`config.mk`:
```
export PLATFORM = sky130hd
export DESIGN_NAME = spi_fifo_pair
export DESIGN_NICKNAME = d
export VERILOG_FILES = /design/src/rtl/spi_fifo_pair.sv
export SDC_FILE = /design/constraint.sdc
export NUM_CORES = 1
export LEC_CHECK = 0
export ABC_AREA = 1
export BUFFER_PORTS_ARGS = -buffer_cell sky130_fd_sc_hd__buf_4
export CAP_MARGIN = 20
export CELL_PAD_IN_SITES_DETAIL_PLACEMENT = 0
export CELL_PAD_IN_SITES_GLOBAL_PLACEMENT = 1
export CORE_MARGIN = 4
export CORE_UTILIZATION = 45
export DETAILED_ROUTE_END_ITERATION = 6
export PLACE_DENSITY = 0.82
export REMOVE_ABC_BUFFERS = 1
export SYNTH_ARGS = -nofsm -noshare
export SYNTH_HDL_FRONTEND = slang
export SYNTH_SLANG_ARGS = --single-unit
```
`constraint.sdc`:
```
create_clock -name clk -period 3.3 [get_ports clk]
set_input_delay 0.33 -clock clk [delete_from_list [all_inputs] [get_ports clk]]
set_output_delay 0.33 -clock clk [all_outputs]
set_load 0.01 [all_outputs]
```
`src/rtl/spi_fifo_pair.sv`:
```
module spi_fifo_pair #(
  parameter int DEPTH = 64
) (
  input  logic        clk,
  input  logic        rst_n,
  input  logic        reg_wr,
  input  logic        reg_rd,
  input  logic [2:0]  reg_addr,
  input  logic [31:0] reg_wdata,
  output logic [31:0] reg_rdata,
  input  logic        rx_push,
  input  logic [7:0]  rx_byte,
  input  logic        tx_pop,
  output logic [7:0]  tx_byte,
  output logic        tx_empty,
  input  logic        xfer_done,
  output logic        irq
);

  localparam int PW = (DEPTH > 1) ? $clog2(DEPTH) : 1;
  localparam int CW = $clog2(DEPTH + 1);
  localparam logic [PW-1:0] LAST = PW'(DEPTH - 1);
  localparam logic [CW-1:0] FULL = CW'(DEPTH);

  localparam logic [2:0] A_EN   = 3'd0;
  localparam logic [2:0] A_STAT = 3'd1;
  localparam logic [2:0] A_CTRL = 3'd2;
  localparam logic [2:0] A_CNT  = 3'd3;
  localparam logic [2:0] A_TXD  = 3'd4;
  localparam logic [2:0] A_RXD  = 3'd5;

  logic [7:0]    rx_mem [DEPTH];
  logic [7:0]    tx_mem [DEPTH];
  logic [PW-1:0] rx_wp, rx_rp, tx_wp, tx_rp;
  logic [CW-1:0] rx_cnt, tx_cnt;
  logic [7:0]    rx_lvl, tx_lvl;
  logic          rx_rst_q, tx_rst_q;
  logic [3:0]    stat_q, en_q;

  wire wr_en   = reg_wr && reg_addr == A_EN;
  wire wr_stat = reg_wr && reg_addr == A_STAT;
  wire wr_ctrl = reg_wr && reg_addr == A_CTRL;
  wire wr_txd  = reg_wr && reg_addr == A_TXD;

  wire rx_rst_req = wr_ctrl && reg_wdata[15];
  wire tx_rst_req = wr_ctrl && reg_wdata[31];

  wire rx_out = reg_rd && reg_addr == A_RXD && rx_cnt != '0;
  wire rx_in  = rx_push && (rx_cnt != FULL || rx_out);
  wire rx_ovf = rx_push && rx_cnt == FULL && !rx_out && !rx_rst_req;
  wire tx_in  = wr_txd && tx_cnt != FULL;
  wire tx_out = tx_pop && tx_cnt != '0;

  always_ff @(posedge clk or negedge rst_n) begin
    if (!rst_n) begin
      rx_wp <= '0; rx_rp <= '0; rx_cnt <= '0;
    end else if (rx_rst_req) begin
      rx_wp <= '0; rx_rp <= '0; rx_cnt <= '0;
    end else begin
      if (rx_in)  rx_wp <= (rx_wp == LAST) ? '0 : rx_wp + 1'b1;
      if (rx_out) rx_rp <= (rx_rp == LAST) ? '0 : rx_rp + 1'b1;
      rx_cnt <= rx_cnt + CW'(rx_in) - CW'(rx_out);
    end
  end

  always_ff @(posedge clk)
    if (rx_in && !rx_rst_req) rx_mem[rx_wp] <= rx_byte;

  always_ff @(posedge clk or negedge rst_n) begin
    if (!rst_n) begin
      tx_wp <= '0; tx_rp <= '0; tx_cnt <= '0;
    end else if (tx_rst_req) begin
      tx_wp <= '0; tx_rp <= '0; tx_cnt <= '0;
    end else begin
      if (tx_in)  tx_wp <= (tx_wp == LAST) ? '0 : tx_wp + 1'b1;
      if (tx_out) tx_rp <= (tx_rp == LAST) ? '0 : tx_rp + 1'b1;
      tx_cnt <= tx_cnt + CW'(tx_in) - CW'(tx_out);
    end
  end

  always_ff @(posedge clk)
    if (tx_in && !tx_rst_req) tx_mem[tx_wp] <= reg_wdata[7:0];

  wire       rx_ready = 9'(rx_cnt) >= 9'(rx_lvl);
  wire       tx_req   = 9'(tx_cnt) <= 9'(tx_lvl);
  wire [3:0] set_v    = {xfer_done, rx_ovf, tx_req, rx_ready};
  wire [3:0] clr_v    = wr_stat ? {reg_wdata[12], reg_wdata[8], reg_wdata[4], reg_wdata[0]} : 4'b0;

  always_ff @(posedge clk or negedge rst_n) begin
    if (!rst_n) begin
      stat_q   <= '0;
      en_q     <= '0;
      rx_lvl   <= 8'd1;
      tx_lvl   <= 8'd0;
      rx_rst_q <= 1'b0;
      tx_rst_q <= 1'b0;
    end else begin
      stat_q   <= (stat_q & ~clr_v) | set_v;
      rx_rst_q <= rx_rst_req;
      tx_rst_q <= tx_rst_req;
      if (wr_en) en_q <= {reg_wdata[12], reg_wdata[8], reg_wdata[4], reg_wdata[0]};
      if (wr_ctrl) begin
        rx_lvl <= reg_wdata[7:0];
        tx_lvl <= reg_wdata[23:16];
      end
    end
  end

  function automatic logic [31:0] spread(input logic [3:0] b);
    return {19'b0, b[3], 3'b0, b[2], 3'b0, b[1], 3'b0, b[0]};
  endfunction

  assign irq      = |(stat_q & en_q);
  assign tx_byte  = tx_mem[tx_rp];
  assign tx_empty = tx_cnt == '0;

  always_comb begin
    reg_rdata = '0;
    case (reg_addr)
      A_EN:   reg_rdata = spread(en_q);
      A_STAT: reg_rdata = spread(stat_q);
      A_CTRL: reg_rdata = {tx_rst_q, 7'b0, tx_lvl, rx_rst_q, 7'b0, rx_lvl};
      A_CNT: begin
        reg_rdata[CW-1:0]     = rx_cnt;
        reg_rdata[16+CW-1:16] = tx_cnt;
      end
      A_RXD:  reg_rdata = (rx_cnt != '0) ? {24'b0, rx_mem[rx_rp]} : 32'b0;
      default: reg_rdata = '0;
    endcase
  end

  AST_RX_BOUND: assert property (@(posedge clk) disable iff (!rst_n) rx_cnt <= FULL && tx_cnt <= FULL);
  AST_OVF_FLAG: assert property (@(posedge clk) disable iff (!rst_n)
    (rx_push && rx_cnt == FULL && !(reg_rd && reg_addr == A_RXD) && !(wr_ctrl && reg_wdata[15])) |=> stat_q[2]);
  AST_FULL_SWAP: assert property (@(posedge clk) disable iff (!rst_n)
    (rx_push && rx_cnt == FULL && reg_rd && reg_addr == A_RXD && !wr_ctrl) |=> rx_cnt == FULL);
  AST_DONE_SET: assert property (@(posedge clk) disable iff (!rst_n) xfer_done |=> stat_q[3]);
  AST_W1C_CLEAR: assert property (@(posedge clk) disable iff (!rst_n)
    (reg_wr && reg_addr == A_STAT && reg_wdata[12] && !xfer_done) |=> !stat_q[3]);
  AST_RST_SELFCLR: assert property (@(posedge clk) disable iff (!rst_n) (rx_rst_q || tx_rst_q) |=> !(rx_rst_q && $past(!rx_rst_req)) && !(tx_rst_q && $past(!tx_rst_req)));
  AST_RST_EMPTY: assert property (@(posedge clk) disable iff (!rst_n) (wr_ctrl && reg_wdata[15]) |=> rx_cnt == '0);

endmodule

```
==> metrics.txt <==
outcome finished clean; number of global-route vias before repair 29560; slew at the pin closest to its max-slew limit 0.9664 ns; final HPWL from detailed placement 68010 um; commonest non-fill, non-tap cell in the layout nand2_1; Tightest Hold Check Type input pin to register; critical path's top delay family simple AND/OR/NAND/NOR gates; total grt overflow 0; total core area 101700 sq um; DR pass1 iterations 5; worst-case clock skew 0.03857 ns; clk sinks 1088; die height 328.2 um; Final nets 4442; die area 107700 sq um; drt wl/cell 20.69 um; largest net degree at the start of global routing 135; worst path required time 2.97 ns; H-tree depth 3; dominant synthesized flop cell edfxtp_1; post-place setup slack 0.06585 ns; Hold Fails Final Rpt 0; Post-synth EDFFs 1024; Crit path top cell by count nand2_1; Ports 92; peak supply drop 577.1 uV; cts bufs inserted 104; placer congestion estimate 0.8347; RSZ-0062 raised after global routing true; layout cells sized above 1 0.1183; Final Slew Violations 0; Setup TNS 0 ns; CP Class register to primary output; Slew headroom 0.3557; initial antenna violation count 0; Syn Area/Cell 11.10 sq um; First DRT Iteration DRCs 3347; Leakage 20.17 nW; Worst-Skew Late Latency 0.68 ns; Syn Std Cell Area 46130 sq um; Tmin final 3.231 ns; Mapped Cells 4155; DRC 0; Crit-path slowest cell dfrtp_4; antenna cell count 0; Yosys warning total 0; Final Cycle Share 0.9792; Layout area overhead 15.74%; crit path DAT 2.90 ns; power density over the cells 758.2 nW/um^2; Via Count 31470; IO Port Bufs 67; vias per inst 5.414; clock slew seen by the registers of the worst setup and hold paths 0.06 ns; Max Fclk 309.5 MHz; drt total wl 120300 um; Setup crit end kind primary output; Final Worst Setup Slack 0.06853 ns; CP Cell Sequence buf_4 > clkbuf_16 > nand2_1 > nand3_1 > nand3_1 > nand2_1 > nand2_1 > nand3_1 > nand2_2 > inv_1 > nand2_1 > nand2_1 > nand2_1 > buf_4; r2r setup slk 0.30 ns; setup violators final 0; count of different cell masters after synthesis 43; gr usage total 0.2146; row cnt 117; Max-cap violations 0; sequential share of the synthesized area 0.7014; CP Max Fanout 16; WP buf/inv 4; Starting Density 0.4534; Die Wd 328.2 um; CTS root buffer clkbuf_16; post-synthesis register bit count 1088; Async S/R FF share, synth 0.05882; CTS tree yes; worst-case clock buffer depth 3; post-route ant nets 0; most frequent cells in the layout nand2_1, edfxtp_1, nor2_1; Worst Setup Start Kind register; worst stage delay on the critical path 0.60 ns; Pwr Total 40.48 mW; first-pass GRT wire length 178000 um
metal layers:
layer,vias up,global-route usage,share of wire
met4,0,0.05288,0.022
met3,188,0.03349,0.082
met1,15340,0.3127,0.43
li1,14680,-,-
met2,1266,0.3406,0.47
met5,-,0,0
area by class of cell:
type / instances / area, sq um
Clock buffer: 138 / 2864
Fill cell: 8538 / 48360
Inverter: 272 / 1085
Timing Repair inverter: 3 / 38.79
Sequential cell: 1088 / 32370
Tap cell: 1368 / 1712
Clock inverter: 59 / 599.3
Multi-Input combinational cell: 2581 / 11800
Timing Repair Buffer: 304 / 2923
cells in the mapped netlist, types with 2 or more instances:
master	instances	area share
nand4_1	18	0.0024
nor2_8	2	0.00087
clkbuf_1	80	0.0065
nand2_2	3	0.00041
fa_1	2	0.00087
buf_1	17	0.0014
clkinv_1	8	0.00065
nand3_1	384	0.042
ha_1	36	0.0098
nor2_1	440	0.036
a21boi_0	3	0.00049
nand2_4	11	0.0027
a221oi_1	2	0.00038
nand2_1	1103	0.090
o21ai_0	253	0.027
buf_4	25	0.0041
inv_1	256	0.021
nor3_1	56	0.0061
edfxtp_1	1024	0.67
o22ai_1	53	0.0072
buf_2	100	0.011
dfrtp_1	63	0.034
xor2_1	3	0.00057
o211ai_1	56	0.0091
a31oi_1	4	0.00054
a21oi_1	117	0.013
xnor2_1	4	0.00076
o21bai_1	2	0.00033
inv_2	7	0.00057
or2_2	10	0.0014
path summary, 6_finish.rpt:
check	endpoint	cells past startpoint	startpoint
min reg2reg	en_q[2]$_DFFE_PN0P_	2	en_q[2]$_DFFE_PN0P_
max	reg_rdata[7]	14	rx_rp[0]$_DFFE_PN0P_
min	rx_rst_q$_DFF_PN0_	3	reg_wdata[15]
max reg2reg	rx_cnt[6]$_DFF_PN0_	22	rx_cnt[3]$_DFF_PN0_
min in group asynchronous	tx_rp[1]$_DFFE_PN0P_	2	rst_n
max in group asynchronous	rx_rp[0]$_DFFE_PN0P_	2	rst_n
cells by family (layout without fill, tap and decap cells):
group                      count (synthesis)  count (layout)  synth area share
buffers and inverters                    497             776           0.04598
adders and majority gates                 38              38           0.01063
DFF                                     1088            1088            0.7014
xor gates and xnor gates                   7               7          0.001329
and+or+nand+nor                         2031            2031            0.1819
AOI/OAI and AO/OA                        493             493           0.05867
other                                      1              12        0.00008130
where the power goes:
part | switching, mW | internal (mW)
logic | 8.40 | 4.06
registers | 0.446 | 15.6
clock network | 5.12 | 6.90
total | 14.0 | 26.5
through the flow:
| stage | std cells | util | hold slack, ns | cell area (sq um) |
|---|---|---|---|---|
| 2_1_floorplan | 3941 | - | 0.03441 | 45070 |
| 3_3_place_gp | 5570 | 0.4819 | 0.4704 | 49030 |
| 3_5_place_dp | 5570 | 0.4819 | 0.4735 | 49030 |
| 4_1_cts | 5789 | 0.5196 | 0.02508 | 52860 |
| 5_1_grt | 5813 | 0.5247 | 0.04019 | 53390 |
| 6_report | 5813 | 0.5247 | 0.05240 | 53390 |
repair_timing:
action                     CTS  global route
hold endpoints to repair    75             0
gates resized for setup     14            56
buffers inserted             3            15
pin swaps                    0             6
setup endpoints to repair   15            17
gates cloned                 5            11
hold buffers                14             0
sequential cells by signal, summed over array words and instances, names as in the netlist, 6 cells and up:
| register | count |
|---|---|
| rx_mem | 512 |
| tx_wp | 6 |
| tx_cnt | 7 |
| tx_mem | 512 |
| rx_rp | 6 |
| rx_wp | 6 |
| rx_cnt | 7 |
| tx_rp | 6 |
| tx_lvl | 8 |
| rx_lvl | 8 |
worst reg2reg max path: stages, from the launching register on:
cell      delay, ns
dfrtp_1        0.38
inv_2          0.07
ha_2           0.16
nand2_2        0.06
nor3_4         0.19
nand2_2        0.07
nand2_2        0.09
inv_4          0.04
nand2_4        0.07
nand3_4        0.07
nand2_4        0.07
ha_1           0.22
inv_1          0.06
ha_2           0.17
inv_1          0.06
fa_2           0.35
inv_2          0.08
nand3_2        0.09
a21boi_2       0.15
nor2_1         0.05
nor2_1         0.13
o21ai_0        0.08
nor3b_1        0.15
No activity file was read; power rests on OpenSTA's default activity.
